`src/rtl/link_sync_pkg.sv`:
```
package link_sync_pkg;

    localparam int REG_ADDR_W = 4;

    localparam logic [REG_ADDR_W-1:0] ADDR_CAP  = 4'h0;
    localparam logic [REG_ADDR_W-1:0] ADDR_CTL  = 4'h4;
    localparam logic [REG_ADDR_W-1:0] ADDR_SYNC = 4'h8;

    localparam int PERIOD_W    = 15;
    localparam int LOAD_BIT    = 15;
    localparam int ARM_LSB     = 16;
    localparam int GO_BIT      = 24;
    localparam int ACK_LSB     = 8;
    localparam int MAX_LINKS   = 4;

    typedef enum logic [1:0] {
        PW_OFF,
        PW_RISING,
        PW_ON,
        PW_FALLING
    } pwr_state_e;

    typedef enum logic {
        LD_IDLE,
        LD_WAIT
    } load_state_e;

    typedef enum logic {
        GO_IDLE,
        GO_ISSUE
    } go_state_e;

endpackage

```
`src/rtl/link_pwr_fsm.sv`:
```
module link_pwr_fsm
    import link_sync_pkg::*;
#(
    parameter int PWR_DELAY = 4
) (
    input  logic clk,
    input  logic rst_n,
    input  logic pwr_req,
    output logic pwr_ack
);
    localparam int CNT_W = (PWR_DELAY < 2) ? 1 : $clog2(PWR_DELAY);
    localparam logic [CNT_W-1:0] CNT_LOAD = CNT_W'(PWR_DELAY - 1);

    pwr_state_e state, state_nx;
    logic [CNT_W-1:0] cnt;

    always_comb begin
        state_nx = state;
        unique case (state)
            PW_OFF:     if (pwr_req) state_nx = PW_RISING;
            PW_RISING:  if (!pwr_req) state_nx = PW_OFF;
                        else if (cnt == '0) state_nx = PW_ON;
            PW_ON:      if (!pwr_req) state_nx = PW_FALLING;
            PW_FALLING: if (pwr_req) state_nx = PW_ON;
                        else if (cnt == '0) state_nx = PW_OFF;
            default:    state_nx = PW_OFF;
        endcase
    end

    always_ff @(posedge clk or negedge rst_n) begin
        if (!rst_n) begin
            state <= PW_OFF;
            cnt   <= '0;
        end else begin
            state <= state_nx;
            if ((state_nx == PW_RISING && state != PW_RISING) ||
                (state_nx == PW_FALLING && state != PW_FALLING))
                cnt <= CNT_LOAD;
            else if (cnt != '0)
                cnt <= cnt - 1'b1;
        end
    end

    always_comb begin
        pwr_ack = (state == PW_ON) || (state == PW_FALLING);
    end

    assert_ack_rise_R7: assert property (@(posedge clk) disable iff (!rst_n)
        $rose(pwr_ack) |-> $past(pwr_req));

    assert_ack_fall_R8: assert property (@(posedge clk) disable iff (!rst_n)
        $fell(pwr_ack) |-> !$past(pwr_req));

endmodule

```
`src/rtl/sync_ctrl.sv`:
```
module sync_ctrl
    import link_sync_pkg::*;
#(
    parameter int NUM_LINKS  = 4,
    parameter int LOAD_DELAY = 3
) (
    input  logic                 clk,
    input  logic                 rst_n,
    input  logic                 wr_sync,
    input  logic [PERIOD_W-1:0]  wr_period,
    input  logic                 wr_load,
    input  logic [NUM_LINKS-1:0] wr_arm,
    input  logic                 wr_go,
    output logic [PERIOD_W-1:0]  period_field,
    output logic                 ld_busy,
    output logic [NUM_LINKS-1:0] arm,
    output logic                 go_busy,
    output logic [PERIOD_W-1:0]  sync_period,
    output logic [NUM_LINKS-1:0] bank_strobe
);
    localparam int LD_CW = (LOAD_DELAY < 2) ? 1 : $clog2(LOAD_DELAY);
    localparam logic [LD_CW-1:0] LD_LOAD = LD_CW'(LOAD_DELAY - 1);

    load_state_e ld_state, ld_nx;
    go_state_e   go_state, go_nx;
    logic [LD_CW-1:0] ld_cnt;

    // period load machine
    always_comb begin
        ld_nx = ld_state;
        unique case (ld_state)
            LD_IDLE: if (wr_sync && wr_load) ld_nx = LD_WAIT;
            LD_WAIT: if (ld_cnt == '0) ld_nx = LD_IDLE;
            default: ld_nx = LD_IDLE;
        endcase
    end

    always_ff @(posedge clk or negedge rst_n) begin
        if (!rst_n) begin
            ld_state     <= LD_IDLE;
            ld_cnt       <= '0;
            period_field <= '0;
            sync_period  <= '0;
        end else begin
            ld_state <= ld_nx;
            if (ld_state == LD_IDLE && ld_nx == LD_WAIT)
                ld_cnt <= LD_LOAD;
            else if (ld_cnt != '0)
                ld_cnt <= ld_cnt - 1'b1;
            if (wr_sync)
                period_field <= wr_period;
            if (ld_state == LD_WAIT && ld_nx == LD_IDLE)
                sync_period <= period_field;
        end
    end

    // bank-switch go machine
    always_comb begin
        go_nx = go_state;
        unique case (go_state)
            GO_IDLE:  if (wr_sync && wr_go && (wr_arm != '0)) go_nx = GO_ISSUE;
            GO_ISSUE: go_nx = GO_IDLE;
            default:  go_nx = GO_IDLE;
        endcase
    end

    always_ff @(posedge clk or negedge rst_n) begin
        if (!rst_n) begin
            go_state    <= GO_IDLE;
            arm         <= '0;
            bank_strobe <= '0;
        end else begin
            go_state <= go_nx;
            if (go_state == GO_ISSUE) begin
                bank_strobe <= arm;
                arm         <= '0;
            end else begin
                bank_strobe <= '0;
                if (wr_sync)
                    arm <= wr_arm;
            end
        end
    end

    always_comb begin
        ld_busy = (ld_state == LD_WAIT);
        go_busy = (go_state == GO_ISSUE);
    end

    assert_strobe_after_go_R5: assert property (@(posedge clk) disable iff (!rst_n)
        (bank_strobe != '0) |-> $past(go_busy));

    assert_arm_clear_on_strobe_R5: assert property (@(posedge clk) disable iff (!rst_n)
        (bank_strobe != '0) |-> (arm == '0));

    assert_go_single_cycle_R5: assert property (@(posedge clk) disable iff (!rst_n)
        go_busy |=> !go_busy);

    assert_period_takes_field_R3: assert property (@(posedge clk) disable iff (!rst_n)
        $fell(ld_busy) |-> (sync_period == $past(period_field)));

    assert_period_held_R3: assert property (@(posedge clk) disable iff (!rst_n)
        !$fell(ld_busy) |-> $stable(sync_period));

endmodule

```
`src/rtl/link_sync_shim.sv`:
```
module link_sync_shim
    import link_sync_pkg::*;
#(
    parameter int NUM_LINKS  = 4,
    parameter int PWR_DELAY  = 4,
    parameter int LOAD_DELAY = 3
) (
    input  logic                  clk,
    input  logic                  rst_n,
    input  logic [3:0]            reg_addr,
    input  logic                  reg_wr,
    input  logic [31:0]           reg_wdata,
    output logic [31:0]           reg_rdata,
    output logic [14:0]           sync_period,
    output logic [NUM_LINKS-1:0]  bank_strobe,
    output logic [NUM_LINKS-1:0]  link_pwr_req,
    output logic [NUM_LINKS-1:0]  link_pwr_ack
);
    localparam logic [31:0] LINK_MASK = 32'((64'd1 << NUM_LINKS) - 1);
    localparam logic [31:0] USED_MASK = LINK_MASK | (LINK_MASK << ARM_LSB) |
                                        32'h0000_FFFF | (32'd1 << GO_BIT);

    logic wr_ctl, wr_sync;
    logic [PERIOD_W-1:0]  period_field;
    logic                 ld_busy, go_busy;
    logic [NUM_LINKS-1:0] arm;
    logic                 unused_wbits;

    initial begin
        if (NUM_LINKS < 1 || NUM_LINKS > MAX_LINKS)
            $error("NUM_LINKS out of range");
    end

    assign wr_ctl       = reg_wr && (reg_addr == ADDR_CTL);
    assign wr_sync      = reg_wr && (reg_addr == ADDR_SYNC);
    assign unused_wbits = ^(reg_wdata & ~USED_MASK);

    always_ff @(posedge clk or negedge rst_n) begin
        if (!rst_n)
            link_pwr_req <= '0;
        else if (wr_ctl)
            link_pwr_req <= reg_wdata[NUM_LINKS-1:0];
    end

    for (genvar n = 0; n < NUM_LINKS; n++) begin : g_link
        link_pwr_fsm #(.PWR_DELAY(PWR_DELAY)) u_pwr (
            .clk     (clk),
            .rst_n   (rst_n),
            .pwr_req (link_pwr_req[n]),
            .pwr_ack (link_pwr_ack[n])
        );
    end

    sync_ctrl #(.NUM_LINKS(NUM_LINKS), .LOAD_DELAY(LOAD_DELAY)) u_sync (
        .clk          (clk),
        .rst_n        (rst_n),
        .wr_sync      (wr_sync),
        .wr_period    (reg_wdata[PERIOD_W-1:0]),
        .wr_load      (reg_wdata[LOAD_BIT]),
        .wr_arm       (reg_wdata[ARM_LSB +: NUM_LINKS]),
        .wr_go        (reg_wdata[GO_BIT]),
        .period_field (period_field),
        .ld_busy      (ld_busy),
        .arm          (arm),
        .go_busy      (go_busy),
        .sync_period  (sync_period),
        .bank_strobe  (bank_strobe)
    );

    always_comb begin
        reg_rdata = '0;
        case (reg_addr)
            ADDR_CAP:  reg_rdata[2:0] = 3'(NUM_LINKS);
            ADDR_CTL: begin
                reg_rdata[NUM_LINKS-1:0]          = link_pwr_req;
                reg_rdata[ACK_LSB +: NUM_LINKS]   = link_pwr_ack;
            end
            ADDR_SYNC: begin
                reg_rdata[PERIOD_W-1:0]           = period_field;
                reg_rdata[LOAD_BIT]               = ld_busy;
                reg_rdata[ARM_LSB +: NUM_LINKS]   = arm;
                reg_rdata[GO_BIT]                 = go_busy;
            end
            default: reg_rdata = '0;
        endcase
    end

    assert_strobe_subset_R4: assert property (@(posedge clk) disable iff (!rst_n)
        (bank_strobe & ~$past(arm)) == '0);

endmodule

```
`config.mk`:
```
export PLATFORM = sky130hd
export DESIGN_NAME = link_sync_shim
export DESIGN_NICKNAME = d
export VERILOG_FILES = /design/src/rtl/link_sync_pkg.sv /design/src/rtl/link_pwr_fsm.sv /design/src/rtl/sync_ctrl.sv /design/src/rtl/link_sync_shim.sv
export SDC_FILE = /design/constraint.sdc
export NUM_CORES = 1
export LEC_CHECK = 0
export ABC_CLOCK_PERIOD_IN_PS = 2000
export CAP_MARGIN = 30
export CORE_ASPECT_RATIO = 1.4
export CORE_UTILIZATION = 40
export CTS_CLUSTER_SIZE = 12
export DETAILED_ROUTE_END_ITERATION = 16
export GPL_TIMING_DRIVEN = 1
export PLACE_DENSITY_LB_ADDON = 0.25
export SYNTH_ARGS = -nofsm -noshare
export SYNTH_HDL_FRONTEND = slang
export SYNTH_SLANG_ARGS = --single-unit
export TNS_END_PERCENT = 30
```
`constraint.sdc`:
```
create_clock -name clk -period 2 [get_ports clk]
set_input_delay 0.5 -clock clk [delete_from_list [all_inputs] [get_ports clk]]
set_output_delay 0.5 -clock clk [all_outputs]
set_load 0.01 [all_outputs]
```
==> results of run 1 <==
-- where the power goes --
part / total, mW / internal (mW) / switching, mW
Combinational: 1.34 / 0.797 / 0.547
Sequential: 1.93 / 1.65 / 0.279
Clock: 0.934 / 0.510 / 0.424
Total: 4.21 / 2.96 / 1.25
-- metal layers --
layer  track usage  up-vias  routed length, um
li1              -      932                  -
met1         0.194      956               2410
met3        0.0584        5                298
met4        0.0647        0                 55
met5             0        -                  0
met2         0.264       61               2930
-- layout by cell type (no fill, tap or decap), types with 2 or more instances in the layout --
cell and n:
o221ai_1 4, dlygate4sd2_1 14, xor2_1 5, a22o_1 7, conb_1 11, o21ai_0 6, mux2_2 24, xnor2_1 4
ha_1 5, dfrtp_1 62, mux2_4 14, nand2_1 11, nand2b_1 8, buf_2 10, and3_2 4, buf_4 9
clkbuf_1 3, buf_6 4, inv_1 12, and3_1 9, a21oi_1 6, clkdlybuf4s50_1 49, mux2i_1 4, clkbuf_8 11
buf_12 3, nor2b_1 2, and2_1 4
-- logic make-up (layout without fill, tap and decap cells) --
logic type      Yosys count  in the layout
simple gates             47             47
xor+xnor                  9              9
buf+inv                  42            118
mux                      42             42
other cells               1             11
flops                    62             62
compound gates           24             24
fa+ha+maj                 5              5
-- repair_timing --
item,in CTS,in global routing
buffers inserted,5,0
gates resized for setup,58,3
pin swaps,2,0
endpoints found under the setup margin,21,7
-- how the worst min path moves through the flow --
stage / startpoint / endpoint / depth (start not counted)
after global routing: rst_n / g_link[3].u_pwr.cnt[1] / 2
after floorplan: rst_n / g_link[0].u_pwr.cnt[0] / 0
final: rst_n / g_link[3].u_pwr.cnt[1] / 2
after detailed placement: g_link[2].u_pwr.cnt[1] / g_link[2].u_pwr.cnt[1] / 2
after global placement: g_link[1].u_pwr.cnt[1] / g_link[1].u_pwr.cnt[1] / 2
after CTS: rst_n / g_link[3].u_pwr.cnt[1] / 2
-- state kept, by name (all words and copies together), names as in the netlist --
name,flops
u_sync.arm,4
g_link.u_pwr.cnt,8
u_sync.sync_period,15
u_sync.ld_cnt,2
link_pwr_req,4
u_sync.ld_busy,1
u_sync.period_field,15
g_link.u_pwr.state,8
u_sync.go_busy,1
u_sync.bank_strobe,4
-- per-stage QoR --
| step | instance area [um^2] | setup slack [ns] | total power [mW] | hold WS [ns] |
|---|---|---|---|---|
| floorplan | 2990 | 0.259 | 2.83 | 0.204 |
| global placement | 3760 | -0.658 | 3.26 | 0.475 |
| detailed placement | 3760 | -0.669 | 3.32 | 0.481 |
| CTS | 3930 | 0.0148 | 4.27 | 0.168 |
| global route | 3910 | 0.00529 | 4.51 | 0.180 |
| finish | 3910 | 0.0627 | 4.21 | 0.165 |
-- critical path, cell delays in order --
cell and delay (ns):
buf_2 0.12, nor4b_2 0.25, buf_4 0.19, buf_6 0.11, a22o_1 0.12, buf_2 0.13
-- Yosys cell counts (5+ instances only) --
cell type	instances	area, um^2
ha_1	5	62.6
xor2_1	5	43.8
a22o_1	7	61.3
nand2_1	11	41.3
clkbuf_1	8	30.0
o21ai_0	6	30.0
buf_4	19	143
nand2b_1	8	50.1
and3_1	9	56.3
inv_1	12	45.0
mux2_4	14	210
mux2_2	24	270
a21oi_1	6	30.0
dfrtp_1	62	1550
-- cell type report --
type                       count  area (um^2)
timing repair buffer          91          852
tap                           95          119
inverter                      12         45.0
multi-input combinational    138         1180
fill                         638         3160
clock inverter                 1         5.00
sequential                    62         1550
clock buffer                  14          163
==> results.sh, run 1 <==
export IMPL_die_h_um=104
export IMPL_crit_path_end_kind="output pin"
export IMPL_drc=0
export IMPL_yosysUniqueCellTypes=33
export IMPL_ys_ff_latch=62
export IMPL_rr_worst_depth=5
export IMPL_min_period_ns=1.94
export IMPL_dp_hpwl_mm=4.03
export IMPL_synth_area_mm2=0.00295
export IMPL_placedCellCount=393
export IMPL_postLayoutCoreUtil=0.553
export IMPL_clock_sinks=62
export IMPL_synth_compound_area_share=0.0555
export IMPL_io_buffers=75
export IMPL_worst_ep_arrival_time_ns=1.44
export IMPL_synthSimpleGateAreaFrac=0.104
export IMPL_worstReg2RegEnd="u_sync.sync_period[8]"
export IMPL_grt_start_max_net_pins=63
export IMPL_h_tree_depth=3
export IMPL_numCtsBuffers=9
export IMPL_rows=36
export IMPL_final_nets=358
export IMPL_core_mm2=0.00707
export IMPL_synth_flop_cell="dfrtp_1"
export IMPL_setup_tns_ns=0
export IMPL_synthCells=232
export IMPL_synth_adder_area_share=0.0212
export IMPL_timing_final_hold_violations=0
export IMPL_rsz0062_at_grt="false"
export IMPL_die_w_um=74.6
export IMPL_synth_edff_count=0
export IMPL_grt_remaining_overflow=0
export IMPL_rr_startpoint="u_sync.ld_cnt[0]"
export IMPL_finalSetupViolations=0
export IMPL_dieArea_mm2=0.00773
export IMPL_yosys_mux_area_fraction=0.176
export IMPL_num_vias=1954
export IMPL_cp_max_fo=5
export IMPL_drt_iter0_drc=46
export IMPL_hp_class="in2async"
export IMPL_antenna_found_initial=0
export IMPL_async_flop_share=1.00
export IMPL_required_ns=1.50
export IMPL_cts_hold_buf=0
export IMPL_worstSkewPairLatency_ns=0.33
export IMPL_io_pin_count=98
export IMPL_grt_pass1_wl_mm=9.45
export IMPL_start_util=0.417
export IMPL_maxSlewViolCount=0
export IMPL_power_leakage_nw=1.92
export IMPL_ir_drop_mv=0.486
export IMPL_drt_wl_total_mm=5.70
export IMPL_fin_skew_ns=0.00535
export IMPL_finalCritPeriodShare=0.969
export IMPL_endpoint="reg_rdata[3]"
export IMPL_worstSetupPathType="in2out"
export IMPL_ff2ff_setup_slack_ns=0.55
export IMPL_drv_cap=0
export IMPL_p_per_area_mw_per_mm2=1080
export IMPL_fmax_mhz=516
export IMPL_outcome="complete, no violations"
export IMPL_antenna_cells=0
export IMPL_area_delta_synth_final_pct=32.5
export IMPL_cts_root_buffer="clkbuf_8"
export IMPL_yosys_warnings=0
export IMPL_place_congestion=0.777
export IMPL_post_drt_wl_per_cell_um=13.8
export IMPL_synth_xor_area_frac=0.0267
export IMPL_clockBufferDepth=2
export IMPL_via_per_inst=4.73
export IMPL_globalRouteTotalUtil=0.164
export IMPL_crit_path_start_kind="input pin"
export IMPL_clk_pin_slew_ns=0.06
export IMPL_synth_top_family_by_area="multiplexers"
export IMPL_crit_start="reg_addr[3]"
export IMPL_grt_pass1_vias=1952
export IMPL_synth_area_per_cell_um2=12.7
export IMPL_drtAntennaViolNets=0
export IMPL_dr_pass1_iters=3
export IMPL_stdcell_count=413
export IMPL_layout_drive_gt1_share=0.274
export IMPL_cts_tree="done"
export IMPL_seq_area_frac_synth=0.526
(Power assumes the default switching activity.)
==> run 2, diff against run 1 <==
- ABC_CLOCK_PERIOD_IN_PS: 2000 -> 2300
- clock period: 2 -> 2.3 ns (I/O delays scaled with it)
==> results.sh, run 2 (same netlist as run 1, synthesis figures left out) <==
export IMPL_outcome="complete, no violations"
export IMPL_grt_start_max_net_pins=63
export IMPL_num_vias=1957
export IMPL_power_total_mw=3.67
export IMPL_cts_hold_buf=0
export IMPL_final_nets=360
export IMPL_power_frac_seq=0.455
export IMPL_io_buffers=75
export IMPL_drt_iter0_drc=74
export IMPL_fmax_mhz=441
export IMPL_ir_drop_mv=0.422
export IMPL_crit_path_start_kind="input pin"
export IMPL_maxSlewViolCount=0
export IMPL_p_clk_frac=0.223
export IMPL_rr_worst_depth=5
export IMPL_top_regs="u_sync.period_field: 15 flops, u_sync.sync_period: 15 flops"
export IMPL_final_cell_mix="62 x dfrtp_1, 49 x clkdlybuf4s50_1, 24 x mux2_2, 14 x mux2_4"
export IMPL_antenna_cells=0
export IMPL_dr_pass1_iters=4
export IMPL_finalSetupViolations=0
export IMPL_pwr_share_comb=0.322
export IMPL_post_drt_wl_per_cell_um=13.5
export IMPL_grt_pass1_wl_mm=9.38
export IMPL_cts_root_buffer="clkbuf_8"
export IMPL_h_tree_depth=3
export IMPL_globalRouteTotalUtil=0.162
export IMPL_drv_cap=0
export IMPL_clock_sinks=62
export IMPL_switching_share=0.312
export IMPL_io_pin_count=98
export IMPL_drc=0
export IMPL_rr_startpoint="u_sync.ld_cnt[0]"
export IMPL_crit_start="reg_addr[3]"
export IMPL_grt_remaining_overflow=0
export IMPL_core_mm2=0.00707
export IMPL_worstReg2RegEnd="u_sync.sync_period[4]"
export IMPL_start_util=0.417
export IMPL_p_per_area_mw_per_mm2=927
export IMPL_numCtsBuffers=9
export IMPL_min_period_ns=2.27
export IMPL_via_per_inst=4.70
export IMPL_place_congestion=0.773
export IMPL_antenna_found_initial=0
export IMPL_die_h_um=104
export IMPL_required_ns=1.73
export IMPL_die_w_um=74.6
export IMPL_finalCritPeriodShare=0.985
export IMPL_grt_pass1_vias=1979
export IMPL_rsz0062_at_grt="true"
export IMPL_fin_skew_ns=0.00587
export IMPL_setup_tns_ns=0
export IMPL_ff2ff_setup_slack_ns=0.58
export IMPL_dp_hpwl_mm=3.97
export IMPL_worst_ep_arrival_time_ns=1.69
export IMPL_final_common_cell="dfrtp_1"
export IMPL_timing_final_hold_violations=0
export IMPL_power_leakage_nw=1.89
export IMPL_area_delta_synth_final_pct=34.0
export IMPL_crit_path_end_kind="output pin"
export IMPL_hp_class="in2async"
export IMPL_layout_drive_gt1_share=0.299
export IMPL_clk_pin_slew_ns=0.07
export IMPL_switching_power_mw=1.14
export IMPL_worstSetupPathType="in2out"
export IMPL_cts_tree="done"
export IMPL_intPower_mw=2.52
export IMPL_drt_wl_total_mm=5.60
export IMPL_clockBufferDepth=2
export IMPL_dpl_worst_slack_ns=-0.513
export IMPL_dieArea_mm2=0.00773
export IMPL_cp_max_fo=5
export IMPL_timing_final_ws_setup_ns=0.0346
export IMPL_worstSkewPairLatency_ns=0.33
export IMPL_drtAntennaViolNets=0
export IMPL_rows=36
run 2: cell types whose count changed in the layout (fill, tap and decap cells not counted), moves of 2 or more:
| cell | previous run | this run |
|---|---|---|
| clkbuf_1 | 3 | 0 |
| buf_2 | 10 | 8 |
| clkbuf_8 | 11 | 9 |
| buf_4 | 9 | 12 |
| buf_6 | 4 | 2 |
| clkinvlp_4 | 0 | 3 |
| dlygate4sd2_1 | 14 | 7 |
| clkdlybuf4s15_2 | 1 | 5 |
| clkdlybuf4s15_1 | 0 | 4 |
run 2: final cells by class:
| type | instances | area (um^2) |
|---|---|---|
| clock buffer | 9 | 124 |
| clock inverter | 7 | 50.0 |
| fill | 642 | 3120 |
| inverter | 12 | 45.0 |
| multi-input combinational | 138 | 1180 |
| sequential | 62 | 1550 |
| tap | 95 | 119 |
| timing repair buffer | 93 | 891 |
run 2: worst max path at each step:
stage	cells after the start	slack, ns	to
floorplan	2	0.41	reg_rdata[0]
global placement	5	-0.51	reg_rdata[0]
detailed placement	5	-0.51	reg_rdata[0]
CTS	6	0.02	reg_rdata[0]
global route	6	-0.005	reg_rdata[0]
finish	6	0.03	reg_rdata[0]
run 2: what timing repair did:
item,CTS,global route
buffers inserted,5,0
hold endpoints to repair,0,0
resized for setup,60,7
setup endpoints to repair,21,7
cloned,0,0
pin swaps,0,1
run 2: stage by stage:
step / hold slack, ns / cell area [um^2] / util / instances
floorplan: 0.279 / 2990 / - / 242
global placement: 0.472 / 3770 / 0.533 / 395
detailed placement: 0.483 / 3770 / 0.533 / 395
CTS: 0.246 / 3980 / 0.562 / 416
global route: 0.256 / 3960 / 0.559 / 416
finish: 0.241 / 3960 / 0.559 / 416
run 2: power by group through the flow:
| stage | clock network, mW | logic (mW) | registers, mW |
|---|---|---|---|
| 2_1_floorplan | 0 | 0.792 | 1.67 |
| 3_3_place_gp | 0 | 1.15 | 1.68 |
| 5_1_grt | 0.900 | 1.32 | 1.72 |
| 3_5_place_dp | 0 | 1.19 | 1.69 |
| 6_report | 0.818 | 1.18 | 1.67 |
| 4_1_cts | 0.847 | 1.20 | 1.67 |
run 2: critical path, stage by stage:
cell and delay, ns:
dlygate4sd2_1 0.27, nor4b_2 0.27, buf_4 0.18, buf_4 0.13
a22o_1 0.14, buf_2 0.13
run 2: per-layer routing:
metal / vias to the layer above / GRT usage / wire, um
li1: 940 / - / -
met1: 941 / 0.196 / 2290
met2: 65 / 0.266 / 2900
met3: 11 / 0.0379 / 303
met4: 0 / 0.0768 / 105
met5: - / 0 / 0
